==> src/rtl/cfgsel_pkg.sv <==
package cfgsel_pkg;

  typedef enum logic [2:0] {
    ST_IDLE,
    ST_DECIDE,
    ST_CLEAR,
    ST_LOAD,
    ST_DONE
  } seqState_t;

  typedef enum logic [1:0] {
    SRC_ZERO = 2'd0,
    SRC_ROM  = 2'd1,
    SRC_FUSE = 2'd2,
    SRC_KEEP = 2'd3
  } loadSrc_t;

  typedef struct packed {
    logic clrWr;
    logic romWr;
    logic fuseWr;
    logic busy;
  } seqStrobe_t;

endpackage

==> src/rtl/cfgsel_ctrl.sv <==
module cfgsel_ctrl
  import cfgsel_pkg::*;
#(
  parameter int NUM_REGS = 16,
  localparam int IDX_W = $clog2(NUM_REGS)
) (
  input  logic             clk,
  input  logic             rst_n,
  input  logic             supplyValid,
  input  logic             progPinHigh,
  input  logic [2:0]       fuseLoadBits,
  input  logic             retainFlag,
  output seqStrobe_t       strobe,
  output logic [IDX_W-1:0] idx,
  output loadSrc_t         loadSrc,
  output logic             seqDone
);

  localparam logic [IDX_W-1:0] LAST_IDX = IDX_W'(NUM_REGS - 1);

  seqState_t state;
  logic      supplyPrev;
  logic      supplyRise;
  logic      fuseAll;

  assign supplyRise = supplyValid && !supplyPrev;
  assign fuseAll    = &fuseLoadBits;

  always_ff @(posedge clk or negedge rst_n) begin
    if (!rst_n) begin
      state      <= ST_IDLE;
      supplyPrev <= 1'b0;
      idx        <= '0;
      loadSrc    <= SRC_ZERO;
    end else begin
      supplyPrev <= supplyValid;
      case (state)
        ST_IDLE, ST_DONE: begin
          if (supplyRise) state <= ST_DECIDE;
        end
        ST_DECIDE: begin
          idx <= '0;
          if (progPinHigh) begin
            loadSrc <= SRC_ROM;
            state   <= ST_CLEAR;
          end else if (retainFlag) begin
            loadSrc <= SRC_KEEP;
            state   <= ST_DONE;
          end else if (fuseAll) begin
            loadSrc <= SRC_FUSE;
            state   <= ST_CLEAR;
          end else begin
            loadSrc <= SRC_ZERO;
            state   <= ST_CLEAR;
          end
        end
        ST_CLEAR: begin
          if (idx == LAST_IDX) begin
            idx   <= '0;
            state <= (loadSrc == SRC_ZERO) ? ST_DONE : ST_LOAD;
          end else begin
            idx <= idx + 1'b1;
          end
        end
        ST_LOAD: begin
          if (idx == LAST_IDX) begin
            idx   <= '0;
            state <= ST_DONE;
          end else begin
            idx <= idx + 1'b1;
          end
        end
        default: state <= ST_IDLE;
      endcase
    end
  end

  always_comb begin
    strobe.clrWr  = (state == ST_CLEAR);
    strobe.romWr  = (state == ST_LOAD) && (loadSrc == SRC_ROM);
    strobe.fuseWr = (state == ST_LOAD) && (loadSrc == SRC_FUSE);
    strobe.busy   = (state == ST_CLEAR) || (state == ST_LOAD);
  end

  assign seqDone = (state == ST_DONE);

  // pin level overrides both flags
  p_rom_priority_r2: assert property (@(posedge clk) disable iff (!rst_n)
    (state == ST_DECIDE && progPinHigh) |=> loadSrc == SRC_ROM);

  // fuse outcome needs all three load bits
  p_fuse_needs_all_r5: assert property (@(posedge clk) disable iff (!rst_n)
    (state == ST_DECIDE && !fuseAll) |=> loadSrc != SRC_FUSE);

  // skipping the clear pass happens only on the keep outcome
  p_keep_skips_clear_r3: assert property (@(posedge clk) disable iff (!rst_n)
    (state == ST_DONE && $past(state) == ST_DECIDE) |-> loadSrc == SRC_KEEP);

  // a load pass is always entered from a clear pass
  p_load_after_clear_r1: assert property (@(posedge clk) disable iff (!rst_n)
    (state == ST_LOAD && $past(state) != ST_LOAD) |-> $past(state) == ST_CLEAR);

  // done drops as soon as a new sequence begins
  p_done_low_busy_r9: assert property (@(posedge clk) disable iff (!rst_n)
    strobe.busy |-> !seqDone);

endmodule

==> src/rtl/cfgsel_datapath.sv <==
module cfgsel_datapath
  import cfgsel_pkg::*;
#(
  parameter int NUM_REGS = 16,
  parameter int DATA_W   = 8,
  parameter int ROM_BASE = 165,
  parameter int ROM_STEP = 29,
  localparam int IDX_W = $clog2(NUM_REGS)
) (
  input  logic              clk,
  input  logic              rst_n,
  input  seqStrobe_t        strobe,
  input  logic [IDX_W-1:0]  idx,
  input  logic [DATA_W-1:0] fuseRdData,
  input  logic              hostWrEn,
  input  logic [IDX_W-1:0]  hostWrAddr,
  input  logic [DATA_W-1:0] hostWrData,
  input  logic              hostRetainWr,
  input  logic              hostRetainVal,
  input  logic [IDX_W-1:0]  hostRdAddr,
  output logic [DATA_W-1:0] hostRdData,
  output logic              retainFlag,
  output logic              cfgLocked,
  output logic              cfgWrEn,
  output logic [IDX_W-1:0]  cfgWrAddr,
  output logic [DATA_W-1:0] cfgWrData
);

  localparam int LOCK_REG = NUM_REGS - 1;
  localparam int LOCK_BIT = DATA_W - 1;

  logic [NUM_REGS-1:0][DATA_W-1:0] cfgRegs;
  logic [NUM_REGS-1:0][DATA_W-1:0] romImage;
  logic hostAccept;
  logic hostOpen;

  for (genvar g = 0; g < NUM_REGS; g++) begin : g_rom
    assign romImage[g] = DATA_W'(ROM_BASE + g * ROM_STEP);
  end

  assign cfgLocked  = cfgRegs[LOCK_REG][LOCK_BIT];
  assign hostOpen   = !strobe.busy && !cfgLocked;
  assign hostAccept = hostWrEn && hostOpen && (int'(hostWrAddr) < NUM_REGS);

  always_comb begin
    cfgWrEn   = strobe.clrWr || strobe.romWr || strobe.fuseWr || hostAccept;
    cfgWrAddr = strobe.busy ? idx : hostWrAddr;
    if (strobe.clrWr)       cfgWrData = '0;
    else if (strobe.romWr)  cfgWrData = romImage[idx];
    else if (strobe.fuseWr) cfgWrData = fuseRdData;
    else                    cfgWrData = hostWrData;
  end

  always_ff @(posedge clk or negedge rst_n) begin
    if (!rst_n) begin
      cfgRegs <= '0;
    end else if (cfgWrEn) begin
      cfgRegs[cfgWrAddr] <= cfgWrData;
    end
  end

  always_ff @(posedge clk or negedge rst_n) begin
    if (!rst_n) begin
      retainFlag <= 1'b0;
    end else if (hostRetainWr && hostOpen) begin
      retainFlag <= hostRetainVal;
    end
  end

  assign hostRdData = (int'(hostRdAddr) < NUM_REGS) ? cfgRegs[hostRdAddr] : '0;

  // checker-side capture of the previous clear write
  logic             clrSeenQ;
  logic [IDX_W-1:0] clrIdxQ;
  always_ff @(posedge clk or negedge rst_n) begin
    if (!rst_n) begin
      clrSeenQ <= 1'b0;
      clrIdxQ  <= '0;
    end else begin
      clrSeenQ <= strobe.clrWr;
      clrIdxQ  <= idx;
    end
  end

  // each clear cycle leaves a zero in the addressed register
  p_clear_zero_r1: assert property (@(posedge clk) disable iff (!rst_n)
    clrSeenQ |-> cfgRegs[clrIdxQ] == '0);

  // a locked, idle file does not change
  p_lock_freeze_r7: assert property (@(posedge clk) disable iff (!rst_n)
    (cfgLocked && !strobe.busy) |=> $stable(cfgRegs));

  // retain flag rises only after a host retain write
  p_retain_host_only_r6: assert property (@(posedge clk) disable iff (!rst_n)
    $rose(retainFlag) |-> $past(hostRetainWr));

  // a busy cycle always writes the file at the sequence index
  p_busy_writes_r10: assert property (@(posedge clk) disable iff (!rst_n)
    strobe.busy |-> (cfgWrEn && cfgWrAddr == idx));

endmodule

==> src/rtl/cfg_source_sel.sv <==
module cfg_source_sel
  import cfgsel_pkg::*;
#(
  parameter int NUM_REGS = 16,
  parameter int DATA_W   = 8,
  parameter int ROM_BASE = 165,
  parameter int ROM_STEP = 29,
  localparam int IDX_W = $clog2(NUM_REGS)
) (
  input  logic              clk,
  input  logic              rst_n,
  input  logic              supplyValid,
  input  logic              progPinHigh,
  input  logic [2:0]        fuseLoadBits,
  output logic [IDX_W-1:0]  fuseRdAddr,
  input  logic [DATA_W-1:0] fuseRdData,
  input  logic              hostWrEn,
  input  logic [IDX_W-1:0]  hostWrAddr,
  input  logic [DATA_W-1:0] hostWrData,
  input  logic              hostRetainWr,
  input  logic              hostRetainVal,
  input  logic [IDX_W-1:0]  hostRdAddr,
  output logic [DATA_W-1:0] hostRdData,
  output logic              cfgWrEn,
  output logic [IDX_W-1:0]  cfgWrAddr,
  output logic [DATA_W-1:0] cfgWrData,
  output logic              seqDone,
  output logic [1:0]        srcStatus,
  output logic              cfgLocked
);

  seqStrobe_t       strobe;
  logic [IDX_W-1:0] seqIdx;
  loadSrc_t         loadSrc;
  logic             retainFlag;

  cfgsel_ctrl #(.NUM_REGS(NUM_REGS)) u_ctrl (
    .clk          (clk),
    .rst_n        (rst_n),
    .supplyValid  (supplyValid),
    .progPinHigh  (progPinHigh),
    .fuseLoadBits (fuseLoadBits),
    .retainFlag   (retainFlag),
    .strobe       (strobe),
    .idx          (seqIdx),
    .loadSrc      (loadSrc),
    .seqDone      (seqDone)
  );

  cfgsel_datapath #(
    .NUM_REGS (NUM_REGS),
    .DATA_W   (DATA_W),
    .ROM_BASE (ROM_BASE),
    .ROM_STEP (ROM_STEP)
  ) u_dp (
    .clk           (clk),
    .rst_n         (rst_n),
    .strobe        (strobe),
    .idx           (seqIdx),
    .fuseRdData    (fuseRdData),
    .hostWrEn      (hostWrEn),
    .hostWrAddr    (hostWrAddr),
    .hostWrData    (hostWrData),
    .hostRetainWr  (hostRetainWr),
    .hostRetainVal (hostRetainVal),
    .hostRdAddr    (hostRdAddr),
    .hostRdData    (hostRdData),
    .retainFlag    (retainFlag),
    .cfgLocked     (cfgLocked),
    .cfgWrEn       (cfgWrEn),
    .cfgWrAddr     (cfgWrAddr),
    .cfgWrData     (cfgWrData)
  );

  assign fuseRdAddr = seqIdx;
  assign srcStatus  = loadSrc;

endmodule

==> config.mk <==
export PLATFORM = sky130hd
export DESIGN_NAME = cfg_source_sel
export DESIGN_NICKNAME = d
export VERILOG_FILES = /design/src/rtl/cfgsel_pkg.sv /design/src/rtl/cfgsel_ctrl.sv /design/src/rtl/cfgsel_datapath.sv /design/src/rtl/cfg_source_sel.sv
export SDC_FILE = /design/constraint.sdc
export NUM_CORES = 1
export LEC_CHECK = 0
export BUFFER_PORTS_ARGS = -buffer_cell sky130_fd_sc_hd__clkbuf_2
export CAP_MARGIN = 20
export CORE_MARGIN = 2
export CORE_UTILIZATION = 38
export CTS_CLUSTER_DIAMETER = 80
export DETAILED_ROUTE_END_ITERATION = 12
export SLEW_MARGIN = 20
export SYNTH_ARGS = -nofsm -noshare
export SYNTH_HDL_FRONTEND = slang
export SYNTH_SLANG_ARGS = --single-unit
==> constraint.sdc <==
create_clock -name clk -period 3.75 [get_ports clk]
set_clock_uncertainty 0.05 [all_clocks]
set_input_delay 0.75 -clock clk [delete_from_list [all_inputs] [get_ports clk]]
set_output_delay 0.75 -clock clk [all_outputs]
set_load 0.05 [all_outputs]
==> out/summary.txt, run 1 <==
status -> finished, final reports clean
starting density of the core -> 0.386
Syn-to-layout area delta -> 16.5%
clk_lat worst skew -> 0.43 ns
Top delay family on crit path -> compound AO/OA/AOI/OAI gates
CP Buf/Inv Count -> 2
# resized after CTS -> 0
flop2flop setup slack -> 0.75 ns
unrepaired setup endpoints after global routing -> no
Compound-Gate Fraction of Synth Area -> 0.101
ANT cells -> 0
RR Endpoint -> u_dp.cfgRegs[104]
Die Wd -> 144 um
type of the worst setup path -> flop to primary output
Rows -> 51
Primary FF master, synth -> dfrtp_1
worst-margin pin slew -> 0.904 ns
clock sinks -> 139
ys async rst share -> 1.00
worst hold path type -> input pin to async pin
vias in the first global route -> 5382
top layer in use -> met4
final instance area -> 8720 um2
port bufs -> 62
M1 wire length -> 8630 um
TritonCTS Buffers -> 17
endpoints failing setup -> 0
initial antenna violation count -> 0
FF-to-FF Start -> u_ctrl.state[1]
post-synthesis cell type count -> 53
post-synthesis sequential area ratio -> 0.465
Ports -> 63
Post-Layout Cell Count -> 899
post-synthesis register bit count -> 139
metal3 WL -> 1420 um
net switching share of the total power -> 0.426
crit start category -> flop
Adder-Cell Fraction of Synth Area -> 0.0100
die height -> 144 um
sw power -> 3380 uW
GRT Total Usage -> 0.208
worst-path cell with the longest stage delay -> a2111oi_0
final WL -> 20800 um
Warnings, synthesis -> 0
Max Fclk -> 0.283 GHz
CTS Buffer Depth -> 2
total power -> 7920 uW
Crit path depth -> 6
Avg Cell Area, Syn -> 13.3 um2
Core ar. -> 19400 um2
post-detailed-route wirelength per cell -> 23.1 um
Placer Congestion -> 0.874
largest family of logic cells by synthesized area -> multiplexers
Max Fanout on Critical Path -> 11
DR WL met2 -> 10200 um
Slew headroom -> 0.397
fin. max-slew vios -> 0
LEAKAGE -> 0.00377 uW
synthesized area -> 7480 um2
drt first pass iters -> 6
vias post-DR -> 5275
share of cells above drive strength 1 -> 0.451
CTS Hold Bufs -> 0
DPL Wire Length -> 14000 um
CP Data Required Time -> 2.95 ns
combinational power share -> 0.460
Placed Area -> 8140 um2
placed cell count -> 867
Final Critical Period -> 3.53 ns
mux cell area share after synthesis -> 0.288
first-pass GRT wire length -> 31900 um
Final Hold Viols -> 0
post-CTS setup buffer count -> 0
Final Cycle Share -> 0.942
synthesized instance count -> 561
CTS tree -> built
internal power -> 4540 uW
Worst path max stage delay -> 0.71 ns
reg2reg path depth -> 6
EDFF count, synth -> 0
VDD IR-drop max -> 0.347 mV
xor/xnor share of the synthesized area -> 0.00117
Mapped Nets -> 601
Synth Area in Simple Gates -> 0.0890
grt ovf -> 0
pin count of the biggest net entering global routing -> 93
crit path DAT -> 2.73 ns
root buffer cell -> clkbuf_16
fin nets -> 661
clock network power share -> 0.208
Worst-path clk slew -> 0.07 ns
drt initial violations -> 412
Fin Setup TNS -> 0 ns
H-tree levels -> 4
drt drc -> 0
Critical Path, Cell by Cell -> inv_1, ha_1, nand2_1, a2111oi_0, a311oi_2, buf_12
die area -> 20800 um2
Final ANT Viol Nets -> 0
Worst Setup End Kind -> primary output
pwr dens -> 909 nW/um2
max cap viols -> 0
vias per inst -> 5.87
sequential share of power -> 0.332
Util after Layout -> 0.449
[worst max-delay path by stage]
| stage | start | slack (ns) | end |
|---|---|---|---|
| floorplan | u_ctrl.idx[1] | 0.002 | cfgWrData[6] |
| global placement | hostRdAddr[0] | 0.50 | hostRdData[2] |
| detailed placement | hostRdAddr[0] | 0.49 | hostRdData[2] |
| CTS | u_ctrl.state[0] | 0.25 | cfgWrData[6] |
| global route | u_ctrl.idx[0] | 0.04 | cfgWrData[4] |
| finish | u_ctrl.idx[0] | 0.22 | cfgWrData[4] |
[power by group through the flow]
stage	registers (uW)	clock network, uW	logic (uW)
global route	2690	1740	3880
finish	2630	1640	3640
CTS	2620	1670	3640
detailed placement	2620	0	3620
floorplan	2510	0	2730
global placement	2610	0	3520
[cells by family (layout without fill, tap and decap cells)]
| family | Yosys count | after routing |
|---|---|---|
| xor+xnor | 1 | 1 |
| compound gates | 97 | 97 |
| mux | 152 | 152 |
| buf+inv | 70 | 143 |
| fa+ha+maj | 6 | 6 |
| simple gates | 96 | 96 |
| flops | 139 | 139 |
[per-layer routing]
| metal | vias to the layer above | global-route usage |
|---|---|---|
| met5 | - | 0 |
| met4 | 0 | 0.0690 |
| met3 | 46 | 0.0579 |
| met2 | 226 | 0.342 |
| met1 | 2703 | 0.265 |
| li1 | 2300 | - |
[placed cells by master (no fill, tap or decap), types with 3 or more instances in the layout]
cell | netlist | layout
nor3_4 | 10 | 10
nand3_1 | 7 | 7
clkbuf_16 | 0 | 17
inv_1 | 26 | 26
nand4b_1 | 5 | 5
a22o_1 | 3 | 3
mux2i_1 | 6 | 6
dfrtp_1 | 139 | 139
mux2_2 | 104 | 104
nand2_1 | 10 | 10
nor3_1 | 4 | 3
o31ai_1 | 33 | 33
nand2b_1 | 11 | 11
nand4_1 | 16 | 16
o32ai_1 | 18 | 18
inv_6 | 0 | 5
o21a_1 | 3 | 3
mux4_2 | 40 | 40
nor2b_1 | 3 | 3
a21oi_1 | 5 | 5
nand3b_1 | 4 | 4
a31oi_2 | 2 | 3
clkinv_4 | 0 | 3
buf_12 | 1 | 6
buf_4 | 1 | 19
a31oi_1 | 5 | 4
o21ai_0 | 13 | 13
clkbuf_2 | 0 | 58
nor2_1 | 14 | 14
ha_1 | 6 | 6
[synth_stat cells, drive strengths merged (2+ instances only)]
| cell type | n | area share |
|---|---|---|
| dfrtp | 139 | 0.47 |
| mux2 | 106 | 0.16 |
| mux4 | 40 | 0.12 |
| o31ai | 33 | 0.033 |
| buf | 28 | 0.025 |
| inv | 27 | 0.014 |
| o32ai | 18 | 0.021 |
| nand4 | 16 | 0.013 |
| clkbuf | 15 | 0.0075 |
| nor2 | 14 | 0.0070 |
| nor3 | 14 | 0.024 |
| o21ai | 13 | 0.0087 |
| nand2b | 11 | 0.0092 |
| nand2 | 10 | 0.0050 |
| nand3 | 9 | 0.0074 |
| a31oi | 7 | 0.0075 |
| ha | 6 | 0.010 |
| mux2i | 6 | 0.0080 |
| a21oi | 5 | 0.0033 |
| nand4b | 5 | 0.0059 |
| a211oi | 4 | 0.0054 |
| nand3b | 4 | 0.0040 |
| a22o | 3 | 0.0035 |
| a311oi | 3 | 0.0052 |
| nor2b | 3 | 0.0025 |
| o21a | 3 | 0.0030 |
| or2 | 3 | 0.0025 |
| a31o | 2 | 0.0023 |
| nor4bb | 2 | 0.0027 |
[cell type report]
cell class                      count  area, um2
Clock buffer                       19        443
Clock inverter                     13        129
Fill cell                        1788      10700
Inverter                           27        101
Multi-Input combinational cell    352       3670
Sequential cell                   139       3480
Tap cell                          265        332
Timing Repair Buffer               84        564
[per-stage QoR]
step           hold slack, ns  worst slack (ns)
6_report                0.296             0.217
5_1_grt                 0.397            0.0438
4_1_cts                 0.374             0.251
3_5_place_dp            0.441             0.486
3_3_place_gp            0.435             0.505
2_1_floorplan           0.404           0.00199
[sequential cells by signal, summed over array words and instances (netlist names)]
name and count:
u_ctrl.loadSrc 2, u_dp.cfgRegs 127, u_ctrl.state 3, u_ctrl.supplyPrev 1, u_ctrl.idx 4, u_dp.cfgLocked 1, u_dp.retainFlag 1
Power figures use the tool's default switching activity.
==> run 2: changes to the inputs <==
--- a/config.mk
+++ b/config.mk
@@ -5,11 +5,13 @@
 export SDC_FILE = /design/constraint.sdc
 export NUM_CORES = 1
 export LEC_CHECK = 0
+export ABC_AREA = 1
 export BUFFER_PORTS_ARGS = -buffer_cell sky130_fd_sc_hd__clkbuf_2
 export CAP_MARGIN = 20
 export CORE_MARGIN = 2
 export CORE_UTILIZATION = 38
 export CTS_CLUSTER_DIAMETER = 80
+export CTS_CLUSTER_SIZE = 8
 export DETAILED_ROUTE_END_ITERATION = 12
 export SLEW_MARGIN = 20
 export SYNTH_ARGS = -nofsm -noshare
==> run 2 against run 1 <==
Effect of this change:
- combinational power is 12% higher
- clock-buffer cell count is 7 higher
- non-clock buffer count is 9 lower
- fmax is 0.38% higher
- utilization is 0.66 points lower
- register-to-register slack better by 0.41 ns
- final area is 3.8% higher
- wire length is 15% higher
- largest cell class unchanged
- largest power group unchanged
- highest routed layer unchanged
==> out/summary.txt, run 2 <==
drt first pass iters -> 5 (-1)
final instance area -> 9050 um2 (+3.8%)
synthesized instance count -> 1078 (+92%)
Mapped Nets -> 1118 (+86%)
Ports -> 63 (unchanged)
Placed Area -> 8500 um2 (+4.5%)
worst-margin pin slew -> 0.798 ns (-0.106 ns)
Top delay family on crit path -> simple AND/OR/NAND/NOR gates
first-pass GRT wire length -> 38600 um (+21%)
Final Critical Period -> 3.52 ns (-0.0135 ns)
max cap viols -> 0 (unchanged)
Critical Path, Cell by Cell -> nand2_2, nor2_4, nand2_4, nand2_1, nor2_1, nor2_4, clkbuf_2
Yosys top cell by area -> dfrtp_1
Largest regs -> u_dp.cfgRegs x127, u_ctrl.idx x4, u_ctrl.state x3
pin count of the biggest net entering global routing -> 85 (-8.6%)
CP Data Required Time -> 2.95 ns (about the same)
Syn-to-layout area delta -> 13.6%
CTS tree -> built
share of the synthesized area in the top cell type -> 0.437 (-0.0283)
Final ANT Viol Nets -> 0 (unchanged)
clk_lat worst skew -> 0.42 ns (about the same)
Max Fclk -> 0.284 GHz (+0.38%)
vias in the first global route -> 6674 (+24%)
vias post-DR -> 7056 (+34%)
starting density of the core -> 0.390 (+0.00424)
drt initial violations -> 732 (+78%)
Core ar. -> 20400 um2 (+5.3%)
number of flip-flops in the largest register -> 127 (unchanged)
Worst path max stage delay -> 0.60 ns (-0.11 ns)
Warnings, synthesis -> 0 (unchanged)
fill cell count -> 2081 (+16%)
Top reg by flops -> u_dp.cfgRegs
root buffer cell -> clkbuf_16
port bufs -> 62 (unchanged)
post-synthesis cell type count -> 33 (-38%)
# resized after CTS -> 0 (unchanged)
share of cells above drive strength 1 -> 0.137 (-0.314)
commonest non-fill, non-tap cell in the layout -> nand2_1
ys async rst share -> 1.00 (unchanged)
Placer Congestion -> 0.861 (-1.5%)
unrepaired setup endpoints after global routing -> no
CP Buf/Inv Count -> 1 (-1)
die area -> 22100 um2 (+6.3%)
Primary FF master, synth -> dfrtp_1
drt drc -> 0 (unchanged)
die height -> 149 um (+3.1%)
EDFF count, synth -> 0 (unchanged)
crit start category -> flop
Fin Setup TNS -> 0 ns (unchanged)
pwr dens -> 911 nW/um2 (+0.30%)
Worst Setup End Kind -> primary output
CTS Buffer Depth -> 2 (unchanged)
Post-synth top cells -> nand2_1, dfrtp_1, inv_1
Worst-path clk slew -> 0.06 ns (about the same)
endpoints failing setup -> 0 (unchanged)
fin. max-slew vios -> 0 (unchanged)
GRT Total Usage -> 0.229 (+0.0214)
crit path DAT -> 2.72 ns (about the same)
type of the worst setup path -> flop to primary output
Final Cycle Share -> 0.939 (-0.00360)
DPL Wire Length -> 16600 um (+19%)
final WL -> 24000 um (+15%)
commonest cells after routing, fill and taps aside -> nand2_1, dfrtp_1, inv_1
Max Fanout on Critical Path -> 18 (+7)
vias per inst -> 5.00 (-15%)
initial antenna violation count -> 0 (unchanged)
LEAKAGE -> 0.00468 uW (+24%)
Avg Cell Area, Syn -> 7.39 um2 (-45%)
worst hold path type -> input pin to async pin
clock sinks -> 139 (unchanged)
worst-path cell with the longest stage delay -> dfrtp_1
status -> finished, final reports clean
post-detailed-route wirelength per cell -> 17.0 um (-26%)
top cells by area, synth -> dfrtp_1, nand2_1, nand3_1
ANT cells -> 0 (unchanged)
post-synthesis register bit count -> 139 (unchanged)
cell repeated most along the worst path -> nor2_4
VDD IR-drop max -> 0.561 mV (+62%)
H-tree levels -> 4 (unchanged)
CTS Hold Bufs -> 0 (unchanged)
Die Wd -> 149 um (+3.1%)
fin nets -> 1170 (+77%)
post-synthesis sequential area ratio -> 0.437 (-0.0283)
TritonCTS Buffers -> 17 (unchanged)
Rows -> 52 (+2.0%)
grt ovf -> 0 (unchanged)
Slew headroom -> 0.468 (+0.0704)
synthesized area -> 7960 um2 (+6.5%)
most frequent cell after synthesis -> nand2_1
post-CTS setup buffer count -> 0 (unchanged)
flop2flop setup slack -> 1.16 ns (+0.41 ns)
Final Hold Viols -> 0 (unchanged)
-- run 2: through the flow --
step	std cells	total power [uW]	util	hold WS [ns]	setup slack (ns)
after floorplan	1078	5650	-	0.394	0.915
after global routing	1412	8830	0.443	0.386	0.0615
after CTS	1412	8250	0.443	0.383	0.259
after global placement	1381	6610	0.416	0.406	0.640
after detailed placement	1381	6670	0.416	0.410	0.647
final	1412	8240	0.443	0.327	0.230
-- run 2: path summary, 6_finish.rpt --
path                                   start                 to  cells after the start
min                                    rst_n   u_dp.cfgRegs[47]                      1
max in group asynchronous              rst_n    u_dp.retainFlag                      2
max reg2reg                  u_ctrl.state[1]   u_dp.cfgRegs[36]                      9
min in group clk                 supplyValid  u_ctrl.supplyPrev                      1
max                          u_ctrl.state[1]       cfgWrData[4]                      7
min reg2reg                u_dp.cfgRegs[103]  u_dp.cfgRegs[103]                      2
-- run 2: per-layer routing --
| layer | part of all wire | vias to the layer above | global-route usage | wire, um |
|---|---|---|---|---|
| li1 | - | 3487 | - | - |
| met1 | 0.48 | 3308 | 0.335 | 11500 |
| met2 | 0.42 | 223 | 0.328 | 10100 |
| met3 | 0.062 | 38 | 0.0474 | 1500 |
| met4 | 0.036 | 0 | 0.0967 | 874 |
| met5 | 0 | - | 0 | 0 |
-- run 2: power breakdown --
part / switching, uW / internal [uW] / leakage, uW / total, uW
Combinational: 3000 / 1060 / 0.00267 / 4060
Clock: 627 / 930 / 0.000266 / 1560
Sequential: 447 / 2180 / 0.00175 / 2620
Total: 4080 / 4170 / 0.00468 / 8240
-- run 2: final cells by class --
type	count	area (um2)	area share
Clock buffer	26	509	0.0563
Clock inverter	5	35.0	0.00387
Inverter	91	349	0.0386
Multi-Input combinational cell	806	3870	0.428
Sequential cell	139	3480	0.385
Tap cell	270	338	0.0373
Timing Repair Buffer	75	467	0.0516
-- run 2: cells by family after synthesis --
group           count (synthesis)  share of synthesized area
simple gates                  676                      0.384
flops                         139                      0.437
buf+inv                       133                     0.0773
compound gates                124                     0.0921
fa+ha+maj                       6                    0.00943
==> run 3: changes to the inputs <==
--- a/config.mk
+++ b/config.mk
@@ -8,11 +8,14 @@
 export ABC_AREA = 1
 export BUFFER_PORTS_ARGS = -buffer_cell sky130_fd_sc_hd__clkbuf_2
 export CAP_MARGIN = 20
+export CELL_PAD_IN_SITES_DETAIL_PLACEMENT = 0
+export CELL_PAD_IN_SITES_GLOBAL_PLACEMENT = 1
 export CORE_MARGIN = 2
 export CORE_UTILIZATION = 38
 export CTS_CLUSTER_DIAMETER = 80
 export CTS_CLUSTER_SIZE = 8
 export DETAILED_ROUTE_END_ITERATION = 12
+export PLACE_DENSITY_LB_ADDON = 0.1
 export SLEW_MARGIN = 20
 export SYNTH_ARGS = -nofsm -noshare
 export SYNTH_HDL_FRONTEND = slang
==> run 3 against run 2 <==
Effect of this change:
- wire length grew 5.1%
- register-to-register slack is essentially flat
- utilization grew 0.35 points
- fmax grew 4.0%
- die area is the same
- first-iteration DRC count shrank 26%
- global-route usage grew 1.4 points
- clock power grew 11%
- clock-buffer cell count shrank 8
- worst setup slack gained 0.14 ns
- total power grew 2.0%
- combinational power grew 1%
- critical path type unchanged
- critical endpoint is now cfgWrEn
==> out/summary.txt, run 3 (same netlist as run 2, synthesis figures left out) <==
pin count of the biggest net entering global routing -> 75 (-12%)
RR Endpoint -> u_dp.cfgRegs[99]
drt drc -> 0 (unchanged)
clock sinks -> 139 (unchanged)
pwr dens -> 922 nW/um2 (+1.2%)
Rows -> 52 (unchanged)
vias post-DR -> 7088 (+0.45%)
drt first pass iters -> 5 (unchanged)
CTS Buffer Depth -> 2 (unchanged)
Top reg by flops -> u_dp.cfgRegs
flop2flop setup slack -> 1.16 ns (about the same)
sw power -> 4140 uW (+1.5%)
Worst path max stage delay -> 0.54 ns (-0.06 ns)
type of the worst setup path -> flop to primary output
grt met1 use -> 0.361 (+0.0256)
ANT cells -> 0 (unchanged)
status -> finished, final reports clean
sequential share of power -> 0.305 (-0.013)
VDD IR-drop max -> 0.459 mV (-18%)
Final Cycle Share -> 0.902 (-0.0362)
combinational power share -> 0.489 (-0.004)
crit path DAT -> 2.58 ns (-0.14 ns)
Max Fanout on Critical Path -> 17 (-1)
initial antenna violation count -> 0 (unchanged)
Worst Setup End Kind -> primary output
Die Wd -> 149 um (unchanged)
Largest regs -> u_dp.cfgRegs x127, u_ctrl.idx x4, u_ctrl.state x3
net switching share of the total power -> 0.492 (-0.00210)
global routing's busiest layer -> met2
reg2reg path depth -> 10 (+1)
DPL Wire Length -> 17300 um (+4.4%)
worst hold slack -> 0.212 ns (-0.115 ns)
root buffer cell -> clkbuf_16
area occupied by multi-input gates -> 3870 um2 (unchanged)
starting density of the core -> 0.390 (unchanged)
worst hold path type -> input pin to async pin
fin. max-slew vios -> 0 (unchanged)
CP Data Required Time -> 2.95 ns (about the same)
Top delay family on crit path -> simple AND/OR/NAND/NOR gates
cell repeated most along the worst path -> nand2_2
CP Buf/Inv Count -> 4 (+3)
CTS tree -> built
Slew headroom -> 0.537 (+0.0696)
final WL -> 25200 um (+5.1%)
vias in the first global route -> 6863 (+2.8%)
clock network power share -> 0.206 (+0.017)
crit start category -> flop
drt initial violations -> 543 (-26%)
M3 GR Usage -> 0.0422 (-0.00520)
GRT Total Usage -> 0.243 (+0.0143)
Final Critical Period -> 3.38 ns (-0.136 ns)
post-detailed-route wirelength per cell -> 17.8 um (+4.8%)
# resized after CTS -> 0 (unchanged)
Placer Congestion -> 0.823 (-4.4%)
worst-path cell with the longest stage delay -> nor2_8
first-pass GRT wire length -> 40600 um (+5.3%)
Fin Setup TNS -> 0 ns (unchanged)
LEAKAGE -> 0.00472 uW (+0.75%)
internal power -> 4270 uW (+2.4%)
port bufs -> 62 (unchanged)
Final ANT Viol Nets -> 0 (unchanged)
unrepaired setup endpoints after global routing -> no
Final Hold Viols -> 0 (unchanged)
post-CTS setup buffer count -> 0 (unchanged)
Worst-path clk slew -> 0.07 ns (about the same)
Core ar. -> 20400 um2 (unchanged)
die area -> 22100 um2 (unchanged)
CTS Hold Bufs -> 0 (unchanged)
number of flip-flops in the largest register -> 127 (unchanged)
FF/Latch Area -> 3480 um2 (unchanged)
commonest non-fill, non-tap cell in the layout -> nand2_1
Critical Path, Cell by Cell -> buf_4, inv_1, nor2_2, nand2_2, nand2_2, nor2_8, inv_8, clkbuf_2
TritonCTS Buffers -> 17 (unchanged)
fin nets -> 1174 (+0.34%)
fill cell count -> 2177 (+4.6%)
Max Fclk -> 0.296 GHz (+4.0%)
commonest cells after routing, fill and taps aside -> nand2_1, dfrtp_1, inv_1
Syn-to-layout area delta -> 14.5%
clk_lat worst skew -> 0.42 ns (about the same)
worst-margin pin slew -> 0.687 ns (-0.112 ns)
GRT met2 Usage -> 0.365 (+0.0368)
grt ovf -> 0 (unchanged)
die height -> 149 um (unchanged)
vias per inst -> 5.00 (about the same)
share of cells above drive strength 1 -> 0.145 (+0.00725)
endpoints failing setup -> 0 (unchanged)
Ports -> 63 (unchanged)
H-tree levels -> 4 (unchanged)
CP Launch Point -> u_ctrl.state[1]
FF-to-FF Start -> u_ctrl.state[1]
max cap viols -> 0 (unchanged)
[run 3: cell count changes in the layout (fill, tap and decap cells not counted), sizes merged]
cell      previous run  this run
clkinvlp             1         3
bufinv               0         2
inv                 90        95
buf                 15        19
clkbuf              86        78
[run 3: layout make-up]
| cell class | instances | area share |
|---|---|---|
| Timing Repair Buffer | 79 | 0.0531 |
| Tap cell | 270 | 0.0371 |
| Inverter | 91 | 0.0383 |
| Clock inverter | 14 | 0.0174 |
| Multi-Input combinational cell | 806 | 0.424 |
| Clock buffer | 18 | 0.0482 |
| Sequential cell | 139 | 0.382 |
[run 3: routing by layer]
layer,part of all wire,up-vias
met5,0,-
met4,0.019,0
met3,0.049,20
met2,0.45,171
met1,0.49,3398
li1,-,3499
[run 3: power by group through the flow]
stage	Sequential [uW]	Clock [uW]	Combinational, uW
after floorplan	2590	0	3060
after global placement	2560	0	4150
after detailed placement	2570	0	4140
after CTS	2560	1780	4150
after global routing	2650	1830	4610
final	2560	1730	4110
[run 3: worst reg2reg max path: cells and delay by family, from the launching register on]
| kind | cells | cell delay, ns |
|---|---|---|
| simple gates | 7 | 1.58 |
| buf+inv | 3 | 0.52 |
| flops | 1 | 0.39 |
[run 3: worst max-delay path by stage]
stage	to	slack [ns]	depth (start not counted)
3_3_place_gp	hostRdData[2]	0.78	6
3_5_place_dp	cfgWrEn	0.79	8
6_report	cfgWrEn	0.37	8
4_1_cts	cfgWrEn	0.32	8
2_1_floorplan	cfgWrData[5]	0.92	10
5_1_grt	cfgWrData[4]	0.17	7
[run 3: per-stage QoR]
stage	instances	total power [uW]	area [um2]	worst slack, ns	utilization
floorplan	1078	5650	7960	0.915	-
global placement	1385	6710	8520	0.780	0.417
detailed placement	1385	6710	8520	0.790	0.417
CTS	1417	8490	9120	0.325	0.446
global route	1417	9090	9120	0.171	0.446
finish	1417	8410	9120	0.366	0.446
